`src/rtl/cad_pkg.sv`:
```
package cad_pkg;

    // attribute bits held per table entry
    typedef struct packed {
        logic en;
        logic hole_ok;
        logic wb;
        logic cacheable;
    } cad_attr_t;

    // registered per-access result
    typedef struct packed {
        logic vld;
        logic ken;
        logic wb;
        logic main;
        logic smram;
        logic unpop;
    } cad_resp_t;

    localparam cad_resp_t CAD_RESP_IDLE = '{default: 1'b0};

endpackage

```
`src/rtl/cad_range_regs.sv`:
```
module cad_range_regs
    import cad_pkg::*;
#(
    parameter int N_RANGES = 8,
    parameter int AW = 32,
    localparam int IDX_W = (N_RANGES > 1) ? $clog2(N_RANGES) : 1
) (
    input  logic                          clk,
    input  logic                          rst_n,
    input  logic                          wr_en,
    input  logic [IDX_W-1:0]              wr_idx,
    input  logic [AW-1:0]                 wr_base,
    input  logic [AW-1:0]                 wr_mask,
    input  cad_attr_t                     wr_attr,
    output logic [N_RANGES-1:0][AW-1:0]   base_o,
    output logic [N_RANGES-1:0][AW-1:0]   mask_o,
    output cad_attr_t [N_RANGES-1:0]      attr_o
);

    logic [N_RANGES-1:0][AW-1:0] base_d, base_q;
    logic [N_RANGES-1:0][AW-1:0] mask_d, mask_q;
    cad_attr_t [N_RANGES-1:0]    attr_d, attr_q;

    always_comb begin
        base_d = base_q;
        mask_d = mask_q;
        attr_d = attr_q;
        if (wr_en) begin
            base_d[wr_idx] = wr_base;
            mask_d[wr_idx] = wr_mask;
            attr_d[wr_idx] = wr_attr;
        end
    end

    always_ff @(posedge clk or negedge rst_n) begin
        if (!rst_n) begin
            base_q <= '0;
            mask_q <= '0;
            attr_q <= '0;
        end else begin
            base_q <= base_d;
            mask_q <= mask_d;
            attr_q <= attr_d;
        end
    end

    assign base_o = base_q;
    assign mask_o = mask_q;
    assign attr_o = attr_q;

endmodule

```
`src/rtl/cad_range_match.sv`:
```
module cad_range_match
    import cad_pkg::*;
#(
    parameter int N_RANGES = 8,
    parameter int AW = 32
) (
    input  logic [AW-1:0]                 addr,
    input  logic [N_RANGES-1:0][AW-1:0]   base_i,
    input  logic [N_RANGES-1:0][AW-1:0]   mask_i,
    input  cad_attr_t [N_RANGES-1:0]      attr_i,
    output logic                          hit,
    output cad_attr_t                     win_attr
);

    logic [N_RANGES-1:0] hit_vec;

    for (genvar g = 0; g < N_RANGES; g++) begin : g_cmp
        assign hit_vec[g] = attr_i[g].en &&
                            (((addr ^ base_i[g]) & mask_i[g]) == '0);
    end

    // scan from the top so the lowest matching index is written last
    always_comb begin
        win_attr = '0;
        for (int i = N_RANGES - 1; i >= 0; i--) begin
            if (hit_vec[i]) begin
                win_attr = attr_i[i];
            end
        end
    end

    assign hit = |hit_vec;

endmodule

```
`src/rtl/cad_region_decode.sv`:
```
module cad_region_decode #(
    parameter int            AW = 32,
    parameter logic [AW-1:0] HOLE_LO = 'h000A_0000,
    parameter logic [AW-1:0] HOLE_HI = 'h000F_FFFF,
    parameter logic [AW-1:0] SMM_BASE = 'h0003_0000,
    parameter int            SMM_WIN_LOG2 = 16
) (
    input  logic [AW-1:0] addr,
    output logic          in_hole,
    output logic          in_smm_ram
);

    localparam int RAM_BIT = SMM_WIN_LOG2 - 1;

    logic in_window;

    assign in_hole    = (addr >= HOLE_LO) && (addr <= HOLE_HI);
    assign in_window  = addr[AW-1:SMM_WIN_LOG2] == SMM_BASE[AW-1:SMM_WIN_LOG2];
    assign in_smm_ram = in_window && addr[RAM_BIT];

endmodule

```
`src/rtl/cache_attr_decoder.sv`:
```
module cache_attr_decoder
    import cad_pkg::*;
#(
    parameter int            N_RANGES = 8,
    parameter int            AW = 32,
    parameter logic [AW-1:0] HOLE_LO = 'h000A_0000,
    parameter logic [AW-1:0] HOLE_HI = 'h000F_FFFF,
    parameter logic [AW-1:0] SMM_BASE = 'h0003_0000,
    parameter int            SMM_WIN_LOG2 = 16,
    localparam int           IDX_W = (N_RANGES > 1) ? $clog2(N_RANGES) : 1
) (
    input  logic             clk,
    input  logic             rst_n,
    input  logic             cfg_we,
    input  logic [IDX_W-1:0] cfg_idx,
    input  logic [AW-1:0]    cfg_base,
    input  logic [AW-1:0]    cfg_mask,
    input  logic [3:0]       cfg_attr,
    input  logic             ads,
    input  logic [AW-1:0]    addr,
    input  logic             smm_act,
    output logic             resp_vld,
    output logic             cache_en,
    output logic             wback,
    output logic             main_sel,
    output logic             smram_sel,
    output logic             smm_unpop
);

    logic [N_RANGES-1:0][AW-1:0] tbl_base;
    logic [N_RANGES-1:0][AW-1:0] tbl_mask;
    cad_attr_t [N_RANGES-1:0]    tbl_attr;
    cad_attr_t                   wr_attr;
    cad_attr_t                   win_attr;
    logic                        hit;
    logic                        in_hole;
    logic                        in_smm_ram;
    cad_resp_t                   resp_d, resp_q;

    assign wr_attr = cad_attr_t'(cfg_attr);

    cad_range_regs #(.N_RANGES(N_RANGES), .AW(AW)) u_regs (
        .clk     (clk),
        .rst_n   (rst_n),
        .wr_en   (cfg_we),
        .wr_idx  (cfg_idx),
        .wr_base (cfg_base),
        .wr_mask (cfg_mask),
        .wr_attr (wr_attr),
        .base_o  (tbl_base),
        .mask_o  (tbl_mask),
        .attr_o  (tbl_attr)
    );

    cad_range_match #(.N_RANGES(N_RANGES), .AW(AW)) u_match (
        .addr     (addr),
        .base_i   (tbl_base),
        .mask_i   (tbl_mask),
        .attr_i   (tbl_attr),
        .hit      (hit),
        .win_attr (win_attr)
    );

    cad_region_decode #(
        .AW           (AW),
        .HOLE_LO      (HOLE_LO),
        .HOLE_HI      (HOLE_HI),
        .SMM_BASE     (SMM_BASE),
        .SMM_WIN_LOG2 (SMM_WIN_LOG2)
    ) u_region (
        .addr       (addr),
        .in_hole    (in_hole),
        .in_smm_ram (in_smm_ram)
    );

    always_comb begin
        resp_d = CAD_RESP_IDLE;
        if (ads) begin
            resp_d.vld = 1'b1;
            if (smm_act) begin
                resp_d.smram = in_smm_ram;
                resp_d.unpop = !in_smm_ram;
            end else begin
                resp_d.main = 1'b1;
                resp_d.ken  = hit && win_attr.cacheable &&
                              (!in_hole || win_attr.hole_ok);
                resp_d.wb   = resp_d.ken && win_attr.wb;
            end
        end
    end

    always_ff @(posedge clk or negedge rst_n) begin
        if (!rst_n) begin
            resp_q <= CAD_RESP_IDLE;
        end else begin
            resp_q <= resp_d;
        end
    end

    assign resp_vld  = resp_q.vld;
    assign cache_en  = resp_q.ken;
    assign wback     = resp_q.wb;
    assign main_sel  = resp_q.main;
    assign smram_sel = resp_q.smram;
    assign smm_unpop = resp_q.unpop;

endmodule

```
`config.mk`:
```
export PLATFORM = sky130hd
export DESIGN_NAME = cache_attr_decoder
export DESIGN_NICKNAME = d
export VERILOG_FILES = /design/src/rtl/cad_pkg.sv /design/src/rtl/cad_range_regs.sv /design/src/rtl/cad_range_match.sv /design/src/rtl/cad_region_decode.sv /design/src/rtl/cache_attr_decoder.sv
export SDC_FILE = /design/constraint.sdc
export NUM_CORES = 1
export LEC_CHECK = 0
export ABC_AREA = 1
export CAP_MARGIN = 20
export CORE_ASPECT_RATIO = 2
export CORE_MARGIN = 3
export CORE_UTILIZATION = 40
export CTS_CLUSTER_DIAMETER = 40
export CTS_CLUSTER_SIZE = 28
export DETAILED_ROUTE_END_ITERATION = 12
export DONT_BUFFER_PORTS = 1
export GPL_ROUTABILITY_DRIVEN = 1
export HOLD_SLACK_MARGIN = 0.12
export PLACE_DENSITY = 0.56
export SLEW_MARGIN = 20
export SYNTH_ARGS = -nofsm -noshare
export SYNTH_HDL_FRONTEND = slang
export SYNTH_HIERARCHICAL = 1
export SYNTH_SLANG_ARGS = --single-unit
```
`constraint.sdc`:
```
create_clock -name clk -period 2.55 [get_ports clk]
set_input_delay 0.51 -clock clk [delete_from_list [all_inputs] [get_ports clk]]
set_output_delay 0.51 -clock clk [all_outputs]
set_load 0.005 [all_outputs]
```
### Word level (Yosys, flattened, before mapping)

Index checks and enable logic that the tools add are counted.

* $lt $le $gt $ge: 4
* equality and inequality tests: 1
* mux-type cells: 18
* bitwise logic cells: 16
* reductions and logical operators: 26

Operators by type and width (number)
* $bwmux 256: 2
* $and 32x32->32: 8
* $logic_not 32->1: 8
* $xor 32x32->32: 8
* $demux 32 s3: 1
* $bwmux 32: 1
* $ge 32x20->1 const B: 1
* $le 32x20->1 const B: 1
* $mux 32: 1
* $mux 3: 9
* $eq 16x2->1 const B: 1
* $logic_and 1x1->1: 14
* $demux 4 s3: 1
* $reduce_or 8->1: 1
* $mux 6: 1
* $lt 3x4->1 const B: 1
* $mux 4: 1
* $ge 3x1->1 const B: 1
* $logic_not 1->1: 2
* $mux 2: 1
* $logic_or 1x1->1: 1

* bits in registers: 550
* input bits: 108
* word-level logic and storage cells: 119

### Logic depth before layout (Yosys ltp)

Gate-level depths: netlist of the first run.

* depth in word-level cells: 17
* gate-level depth with buffers: 22

### Cells and area by module

The synthesis of the first run kept the hierarchy.

Modules (own cells, without submodules)
* cad_range_regs: instances 1, cells an instance 2413, area each 21100.2 um^2, sequential area each 13613.1 um^2
* cad_range_match: instances 1, cells an instance 1155, area each 5268.8 um^2, sequential area each 0.0 um^2
* cache_attr_decoder: instances 1, cells an instance 20, area each 214.0 um^2, sequential area each 150.1 um^2
* cad_region_decode: instances 1, cells an instance 17, area each 71.3 um^2, sequential area each 0.0 um^2

### Least setup slack after synthesis of the first run

No wires, ideal clock.

* path kind: input-to-reg
* from: input port addr[30]
* to: register resp_q (netlist bit cache_en)
* setup time: 0.115 ns
* data arrival time: 1.931 ns
* required time: 2.435 ns
* slack: 0.504 ns
* stages on the path: 20
* path buffers: 2
* cell sequence: buf_2 > buf_6 > nor2_1 > nor2_1 > nor2_1 > nand3_1 > nor3_2 > nand3_2 > clkinv_1 > nor2_1 > nand2_1 > nand2_1 > nand2_1 > nand2_1 > nand2_1 > nand2_1 > inv_1 > nand2_1 > nand3_2 > inv_1

RTL lines
* start: declaration: line cache_attr_decoder.sv:20 `input logic [AW-1:0] addr,`
* end signal: assignment: line cache_attr_decoder.sv:96 `resp_q <= resp_d;`
* end: declaration: line cache_attr_decoder.sv:38 `cad_resp_t resp_d, resp_q;`

==> results of run 1 <==
-- metal layers --
metal	GRT usage	share of wire
met3	0.02922	0.042
met1	0.2891	0.37
met5	0	0
met4	0.1266	0.053
met2	0.5036	0.54
-- stage by stage --
step                      total power [mW]  setup WS, ns  utilization  std cells
after floorplan                      14.23        0.5037            -       3604
after CTS                            25.10        0.1114       0.4570       4486
final                                25.07        0.1226       0.4585       4493
after detailed placement             15.60      0.004201       0.4150       4306
after global placement               15.50      -0.06239       0.4150       4306
after global routing                 26.38       0.01774       0.4585       4492
-- flip-flops by register name (all words and copies together) (netlist names) --
register       count
main_sel           1
resp_vld           1
u_regs/base_o    256
u_regs/attr_o     32
wback              1
smram_sel          1
smm_unpop          1
u_regs/mask_o    256
cache_en           1
-- critical path: stages, from the launching register on --
cell     delay, ns
dfrtp_1       0.40
nand2_1       0.07
nand2_1       0.04
o22ai_1       0.39
nor2_1        0.13
nand2_1       0.18
nor2_1        0.08
buf_4         0.14
nand3_2       0.17
nand2_4       0.10
a21oi_1       0.12
nand2_1       0.06
nand2_1       0.05
nand2_1       0.05
nand2_1       0.06
nand2_1       0.05
inv_1         0.05
nand2_1       0.05
nand3_2       0.08
inv_1         0.04
-- timing repair --
action / 4_1_cts / 5_1_grt
hold endpoints to repair: 1100 / 166
setup endpoints to repair: 0 / 2
gates resized for setup: 0 / 3
-- layout make-up --
cell class | instances | area (µm²) | area share
tap | 877 | 1097 | 0.03632
sequential | 550 | 13760 | 0.4555
clock inverter | 42 | 523.0 | 0.01731
clock buffer | 66 | 1520 | 0.05031
timing repair buffer | 144 | 1459 | 0.04828
antenna | 4 | 10.01 | 0.0003313
multi-input combinational | 2697 | 11420 | 0.3779
inverter | 113 | 425.4 | 0.01408
-- cells in the final DEF (no fill, tap or decap), types with 2 or more instances in the layout --
| cell type | n |
|---|---|
| or2_1 | 30 |
| nand2_1 | 1844 |
| or2_0 | 3 |
| inv_6 | 7 |
| buf_16 | 3 |
| bufinv_16 | 7 |
| xor2_1 | 16 |
| o22ai_1 | 22 |
| clkinv_1 | 2 |
| clkinv_4 | 3 |
| dlygate4sd3_1 | 72 |
| o21a_1 | 2 |
| clkbuf_8 | 6 |
| clkbuf_1 | 3 |
| a21oi_1 | 4 |
| nand2_4 | 8 |
| o21ai_0 | 26 |
| inv_8 | 4 |
| buf_12 | 11 |
| nand4_1 | 13 |
| o2111ai_1 | 7 |
| dfrtp_1 | 550 |
| inv_1 | 107 |
| nand3_1 | 432 |
| nor2_1 | 175 |
| nor4_2 | 2 |
| or2_2 | 65 |
| clkinv_2 | 4 |
| o21ai_1 | 14 |
| buf_4 | 58 |
| nand3_2 | 6 |
| clkinv_8 | 2 |
| inv_2 | 3 |
| clkinvlp_4 | 15 |
| clkbuf_16 | 57 |
| nor2_2 | 8 |
| nor2_4 | 8 |
| diode_2 | 4 |
-- power breakdown --
group | leakage, nW | internal (mW) | switching [mW]
sequential | 6.92 | 10.3 | 1.06
clock | 0.954 | 5.11 | 4.03
combinational | 8.01 | 1.67 | 2.86
total | 15.9 | 17.1 | 7.94
-- final timing paths --
kind,startpoint,endpoint,slack (ns),cells after the start
max,u_regs/base_o[66],cache_en,0.12,19
min,rst_n,u_regs/mask_o[58],-0.43,0
max reg2reg,u_regs/base_o[66],cache_en,0.12,19
min reg2reg,u_regs/mask_o[233],u_regs/mask_o[233],0.47,2
max in group asynchronous,rst_n,u_regs/base_o[139],0.84,2
min in group clk,cfg_idx[0],u_regs/mask_o[0],0.17,3
==> results_dict.tcl, run 1 <==
set metrics [dict create \
    cp.arrival_ns 2.94 \
    die_w_um 188.5 \
    first_global_vias 22560 \
    cp_max_fo 6 \
    synth_nets 3712 \
    hp-class "input pin to asynchronous set/reset pin" \
    dpl.hpwl_um 61550 \
    grt_max_degree 551 \
    die_y_um 371.0 \
    p_per_area_mw_per_mm2 829.7 \
    finalSetupTns_ns 0 \
    fin_nets 3671 \
    hold_viol 28 \
    fmax_mhz 412.0 \
    fp-row-count 133 \
    syn_inst 3604 \
    critical_path_class "flop to flop" \
    wire_per_inst_um 20.58 \
    core_area_mm2 0.06590 \
    first_iter_violations 1727 \
    post_cts_buffers 0 \
    clkTransAtPathRegs_ns 0.07 \
    io_buffers 0 \
    power_leakage_nw 15.88 \
    final_max_slew_viol_count 0 \
    cts_buffers 57 \
    ant_nets 0 \
    dr.pass1.iters 5 \
    drive_above_1_share 0.07835 \
    placed_area_mm2 0.02735 \
    skew_ns 0.01744 \
    clk_latency_ns 0.63 \
    grt_overflow_total 0 \
    avgSynthCellArea_um2 7.394 \
    io_pins 114 \
    rsz0062_at_grt "false" \
    h-tree-depth 2 \
    grt_use_total 0.2644 \
    slew_headroom 0.2145 \
    start_util 0.4044 \
    stdcell_area_mm2 0.03022 \
    via_count 22890 \
    critical_path.endpoint_type "flop" \
    setup_violations 0 \
    cts_root_buffer "clkbuf_16" \
    hold_slack_ns -0.4331 \
    grt_pass1_wl_um 140600 \
    drt_wl_total_um 92470 \
    drt-vias-per-instance 5.093 \
    maxCapViolCount 0 \
    irDropWorstVdd_mv 0.5268 \
    area_delta_synth_final_pct 13.39 \
    final.period_utilization 0.9519 \
    tightest_slew_ns 1.178 \
    n_fill_cell 6754 \
    required_ns 3.07 \
    status "finished with violations" \
    clkSinkCount 550 \
    synth_area_mm2 0.02665 \
    cts_hold_buf 72 \
    violations "negative hold slack" \
    clk_path_buf_depth 3 \
    gp_congestion 0.9129 \
    drc 0 \
    antenna_found_initial 8 \
    min_period_ns 2.427 \
    tritoncts "done" \
    die-area_mm2 0.06994 \
    worst_setup_path_start_kind "flop" \
    yosys_warnings 6 \
]
Power figures use the tool's default switching activity.
==> run 2: changes to the inputs <==
--- a/config.mk
+++ b/config.mk
@@ -20,5 +20,4 @@
 export SLEW_MARGIN = 20
 export SYNTH_ARGS = -nofsm -noshare
 export SYNTH_HDL_FRONTEND = slang
-export SYNTH_HIERARCHICAL = 1
 export SYNTH_SLANG_ARGS = --single-unit
==> results_dict.tcl, run 2 <==
set metrics [dict create \
    area_delta_synth_final_pct 11.93 \
    cts_hold_buf 32 \
    pwr-share-seq 0.486 \
    clkPwrFrac 0.330 \
    synth-xor-area-share 0.004233 \
    start_util 0.4058 \
    synthArstFlopShare 1.000 \
    rsz0062_at_grt "false" \
    worst_setup_path_start_kind "flop" \
    multiInputGateArea_mm2 0.009653 \
    crit_path_top_delay_cell "dfrtp_1" \
    dp_cells 3733 \
    die_w_um 182.2 \
    drive_above_1_share 0.06964 \
    yosys.area.top_type "dfrtp_1" \
    yosys_warnings 0 \
    drt_wl_total_um 76770 \
    skew_ns 0.03794 \
    finalPower_mw 23.49 \
    hold_viol 45 \
    hp-class "input pin to asynchronous set/reset pin" \
    first_global_vias 19230 \
    grt_overflow_total 0 \
    r2r_end "wback" \
    swShare 0.3148 \
    setup_violations 0 \
    ys_seq_area_frac 0.5544 \
    clk_path_buf_depth 3 \
    synth_fa_ha_area_frac 0 \
    synth_seq_cells 550 \
    cts_root_buffer "clkbuf_16" \
    clk_latency_ns 0.61 \
    synth_cell_types 38 \
    cp_max_fo 5 \
    final_max_slew_viol_count 0 \
    drc 0 \
    synth-main-ff-cell "dfrtp_1" \
    dr.pass1.iters 6 \
    violations "negative hold slack" \
    synth_compound_area_frac 0.1327 \
    stdcell_area_mm2 0.02779 \
    status "finished with violations" \
    synth_mux_area_frac 0.0004536 \
    required_ns 3.06 \
    cts_buffers 46 \
    gp_congestion 0.9842 \
    layout_commonest_cell "nand2_1" \
    synth.most_common_cell "nand2_1" \
    antenna_found_initial 2 \
    irDropWorstVdd_mv 0.6363 \
    critical_path.endpoint_type "flop" \
    final.period_utilization 0.9385 \
    final_cell_mix "988 x nand2_1, 550 x dfrtp_1, 544 x o21ai_0" \
    synth_area_leaders "dfrtp_1 55%, nand2_1 15%, o21ai_0 11%" \
    die-area_mm2 0.06528 \
    p_int_mw 16.10 \
    slowest_delay_ns 0.39 \
    wire_per_inst_um 19.92 \
    regArea_mm2 0.01376 \
    power_leakage_nw 13.51 \
    io_buffers 0 \
    pwr-share-comb 0.183 \
    synth-simple-area-share 0.2483 \
    grt_pass1_wl_um 117200 \
    slew_headroom 0.3830 \
    drt-vias-per-instance 5.210 \
    syn_inst 3046 \
    h-tree-depth 2 \
    synth_nets 3154 \
    cp.arrival_ns 2.90 \
    placed_area_mm2 0.02574 \
    n_fill_cell 6145 \
    grt_max_degree 551 \
    min_period_ns 2.393 \
    finalWorstSetupSlack_ns 0.1569 \
    switching_power_mw 7.396 \
    rr_worst_depth 18 \
    tightest_slew_ns 0.9255 \
    first_iter_violations 1695 \
    via_count 20080 \
    die_y_um 358.3 \
    finalSetupTns_ns 0 \
    ff2ff_setup_slack_ns 0.16 \
    dpl.hpwl_um 53700 \
    clkSinkCount 550 \
    tritoncts "done" \
    clkTransAtPathRegs_ns 0.08 \
    synthTopCellsByCount "994 x nand2_1, 550 x dfrtp_1, 544 x o21ai_0" \
    grt_use_total 0.2350 \
    reg2reg_from "u_regs.base_o[140]" \
    hold_slack_ns -0.3822 \
    p_per_area_mw_per_mm2 845.3 \
    critical_path_class "flop to flop" \
    avgSynthCellArea_um2 8.151 \
    synth_edf_count 0 \
    synth_top_family_by_area "simple AND/OR/NAND/NOR gates" \
    fp-row-count 128 \
    synth_top_area_share 0.5544 \
    ant_nets 0 \
    maxCapViolCount 0 \
    fmax_mhz 417.9 \
    io_pins 114 \
    crit_chain "nor2_1 -> nor2_1 -> nor2_1 -> nand3_1 -> nor2_1 -> buf_4 -> nand2_1 -> nand3b_4 -> buf_4 -> nor2_1 -> nor2_1 -> nand2_1 -> nand2_1 -> nand2_1 -> nand2_1 -> nand2_1 -> nand2_2 -> nor2_2" \
    layoutNonFillerInstCount 3854 \
    final_util 0.4542 \
    fin_nets 3144 \
    place_ws_ns -0.1347 \
    core_area_mm2 0.06118 \
    synth_area_mm2 0.02483 \
]
==> run 2: cell types whose count changed in the layout (fill, tap and decap cells not counted), sizes merged, moves of 15 or more <==
cell / delta
buf: -16
nor2: +40
o21ai: +516
nand3: -278
clkbuf: -15
dlygate4sd3: -40
inv: +92
a21oi: +49
nand2: -852
or2: -31
==> run 2: per-layer routing <==
layer	GRT usage	routed length (µm)	vias up
li1	-	-	9763
met2	0.4332	40660	478
met1	0.2661	28760	9709
met3	0.03017	3136	127
met4	0.1154	4196	2
met5	0	13	-
==> run 2: worst max path at each step <==
stage / from / end / slack, ns
3_3_place_gp: addr[31] / wback / -0.22
2_1_floorplan: addr[21] / cache_en / 0.52
3_5_place_dp: addr[31] / wback / -0.13
5_1_grt: u_regs.base_o[140] / wback / 0.02
4_1_cts: u_regs.base_o[255] / wback / 0.08
6_report: u_regs.base_o[140] / wback / 0.16
==> run 2: layout make-up <==
class                           count  area share
Timing Repair Buffer               88     0.03602
Clock inverter                     34     0.01490
Inverter                          202     0.02728
Antenna cell                        1  0.00009005
Sequential cell                   550      0.4953
Clock buffer                       51     0.04394
Tap cell                          780     0.03512
Multi-Input combinational cell   2148      0.3474
==> run 2: cell families after synthesis <==
logic type                Yosys count
buffers and inverters             348
muxes                               1
xor gates and xnor gates           12
and+or+nand+nor                  1489
AOI/OAI and AO/OA                 646
DFF                               550
==> run 2: what timing repair did <==
item                                   4_1_cts  5_1_grt
resized for setup                            1        2
endpoints found under the hold margin      584      136
buffers inserted                             0        0
gates cloned                                 0        0
setup endpoints to repair                    2        2
==> run 2: worst max-delay path, delay by kind of cell, from the launching register on <==
| kind | cells | cell delay [ns] |
|---|---|---|
| AND/OR/NAND/NOR | 16 | 1.67 |
| flip-flops | 1 | 0.39 |
| buffers and inverters | 2 | 0.27 |
==> run 2: power groups by stage <==
| stage | combinational [mW] | clock, mW | sequential (mW) |
|---|---|---|---|
| 6_report | 4.31 | 7.76 | 11.4 |
| 2_1_floorplan | 2.79 | 0 | 11.3 |
| 5_1_grt | 4.90 | 8.26 | 11.6 |
| 3_3_place_gp | 4.04 | 0 | 11.5 |
| 3_5_place_dp | 4.13 | 0 | 11.6 |
| 4_1_cts | 4.20 | 7.94 | 11.4 |
==> run 3: changes to the inputs <==
--- a/config.mk
+++ b/config.mk
@@ -11,12 +11,12 @@
 export CORE_MARGIN = 3
 export CORE_UTILIZATION = 40
 export CTS_CLUSTER_DIAMETER = 40
-export CTS_CLUSTER_SIZE = 28
+export CTS_CLUSTER_SIZE = 24
 export DETAILED_ROUTE_END_ITERATION = 12
 export DONT_BUFFER_PORTS = 1
 export GPL_ROUTABILITY_DRIVEN = 1
 export HOLD_SLACK_MARGIN = 0.12
-export PLACE_DENSITY = 0.56
+export PLACE_DENSITY = 0.58
 export SLEW_MARGIN = 20
 export SYNTH_ARGS = -nofsm -noshare
 export SYNTH_HDL_FRONTEND = slang
==> constraint.sdc (replaced) <==
create_clock -name clk -period 2 [get_ports clk]
set_input_delay 0.4 -clock clk [delete_from_list [all_inputs] [get_ports clk]]
set_output_delay 0.4 -clock clk [all_outputs]
set_load 0.005 [all_outputs]
==> results_dict.tcl, run 3 (synthesis results as in run 2) <==
set metrics [dict create \
    io_buffers 0 \
    drt_wl_total_um 76160 \
    clkTransAtPathRegs_ns 0.08 \
    drt-vias-per-instance 5.132 \
    clk_path_buf_depth 3 \
    ff2ff_setup_slack_ns -0.24 \
    stdcell_area_mm2 0.02887 \
    wire_per_inst_um 19.07 \
    power_leakage_nw 14.17 \
    grt_max_degree 551 \
    hold_slack_ns -0.4665 \
    dr.pass1.iters 6 \
    start_util 0.4058 \
    first_iter_violations 1877 \
    dpl.hpwl_um 53450 \
    final.period_utilization 1.141 \
    drc 0 \
    ant_nets 0 \
    fin_nets 3283 \
    critical_path.endpoint_type "asynchronous set/reset pin" \
    finalSetupTns_ns -32.94 \
    irDropWorstVdd_mv 0.6238 \
    tightest_slew_ns 3.551 \
    finalWorstSetupSlack_ns -0.2822 \
    final_cell_mix "985 x nand2_1, 550 x dfrtp_1, 541 x o21ai_0" \
    rsz0062_at_grt "true" \
    clk_latency_ns 0.59 \
    grt_overflow_total 0 \
    post_cts_buffers 0 \
    min_period_ns 2.282 \
    clkSinkCount 550 \
    dp_cells 3861 \
    area_delta_synth_final_pct 16.29 \
    drt-met1-wl_um 28440 \
    core_area_mm2 0.06118 \
    hp-class "input pin to asynchronous set/reset pin" \
    final_max_slew_viol_count 391 \
    grt_pass1_wl_um 117300 \
    p_per_area_mw_per_mm2 1037 \
    cp_max_fo 550 \
    setup_violations 180 \
    slew_headroom -1.367 \
    die_w_um 182.2 \
    via_count 20490 \
    hold_viol 233 \
    h-tree-depth 2 \
    status "finished with violations" \
    placed_area_mm2 0.02677 \
    cts_buffers 44 \
    cp.arrival_ns 2.18 \
    critical_path_class "input pin to asynchronous set/reset pin" \
    layoutNonFillerInstCount 3993 \
    startpoint "rst_n" \
    worst_setup_path_start_kind "input pin" \
    violations "negative hold slack, max-slew violations, negative setup slack" \
    required_ns 1.89 \
    skew_ns 0.01907 \
    io_pins 114 \
    antenna_found_initial 4 \
    gp_congestion 0.9367 \
    first_global_vias 19750 \
    grt_use_total 0.2332 \
    reg2reg_from "u_regs.base_o[161]" \
    topRoutingLayerUsed "met5" \
    cts_hold_buf 48 \
    maxCapViolCount 0 \
    die-area_mm2 0.06528 \
    r2r_end "wback" \
    tritoncts "done" \
    rr_worst_depth 17 \
    fmax_mhz 438.2 \
    cts_root_buffer "clkbuf_16" \
    die_y_um 358.3 \
    finalPower_mw 29.95 \
    layout_commonest_cell "nand2_1" \
    wl_met2_um 40210 \
    fp-row-count 128 \
    drive_above_1_share 0.1096 \
    route.met3.wl_um 3491 \
]
==> run 3: cell count changes in the layout (fill, tap and decap cells not counted), sizes merged, moves of 3 or more <==
cell / previous run / this run
inv: 214 / 224
bufinv: 5 / 2
clkbuf: 51 / 47
dlygate4sd3: 32 / 48
buf: 56 / 181
clkinv: 11 / 6
==> run 3: layout make-up <==
| class | count | area (µm²) |
|---|---|---|
| Antenna cell | 2 | 5.005 |
| Clock buffer | 47 | 1154 |
| Clock inverter | 35 | 376.6 |
| Fill cell | 5947 | 32310 |
| Inverter | 202 | 758.2 |
| Multi-Input combinational cell | 2148 | 9722 |
| Sequential cell | 550 | 13760 |
| Tap cell | 780 | 975.9 |
| Timing Repair Buffer | 229 | 2118 |
==> run 3: where the power goes <==
group	total [mW]	switching (mW)	leakage [nW]	internal (mW)
clock network	9.38	4.67	0.742	4.71
logic	6.09	3.44	6.57	2.65
registers	14.5	1.27	6.86	13.2
==> run 3: worst max-delay path by stage <==
| stage | end | slack, ns | cells past startpoint |
|---|---|---|---|
| 3_3_place_gp | wback | -0.40 | 18 |
| 6_report | u_regs.mask_o[230] | -0.28 | 0 |
| 5_1_grt | wback | -0.44 | 17 |
| 4_1_cts | cache_en | -0.26 | 17 |
| 2_1_floorplan | cache_en | 0.08 | 14 |
| 3_5_place_dp | cache_en | -0.41 | 11 |
==> run 3: per-stage QoR <==
step	worst slack, ns	utilization
after detailed placement	-0.4111	0.4376
after CTS	-0.2555	0.4716
after global routing	-0.4364	0.4719
after floorplan	0.07513	-
final	-0.2822	0.4719
after global placement	-0.4012	0.4376
==> run 3: repair_timing <==
action	in CTS	in global routing
pin swaps	4	3
resized for setup	16	6
endpoints found under the hold margin	755	550
endpoints found under the setup margin	2	2
==> run 3: layer usage <==
metal / vias to the layer above / GRT usage
met3: 145 / 0.03381
met1: 9834 / 0.2633
met4: 2 / 0.1046
li1: 10060 / -
met2: 446 / 0.4327
met5: - / 0
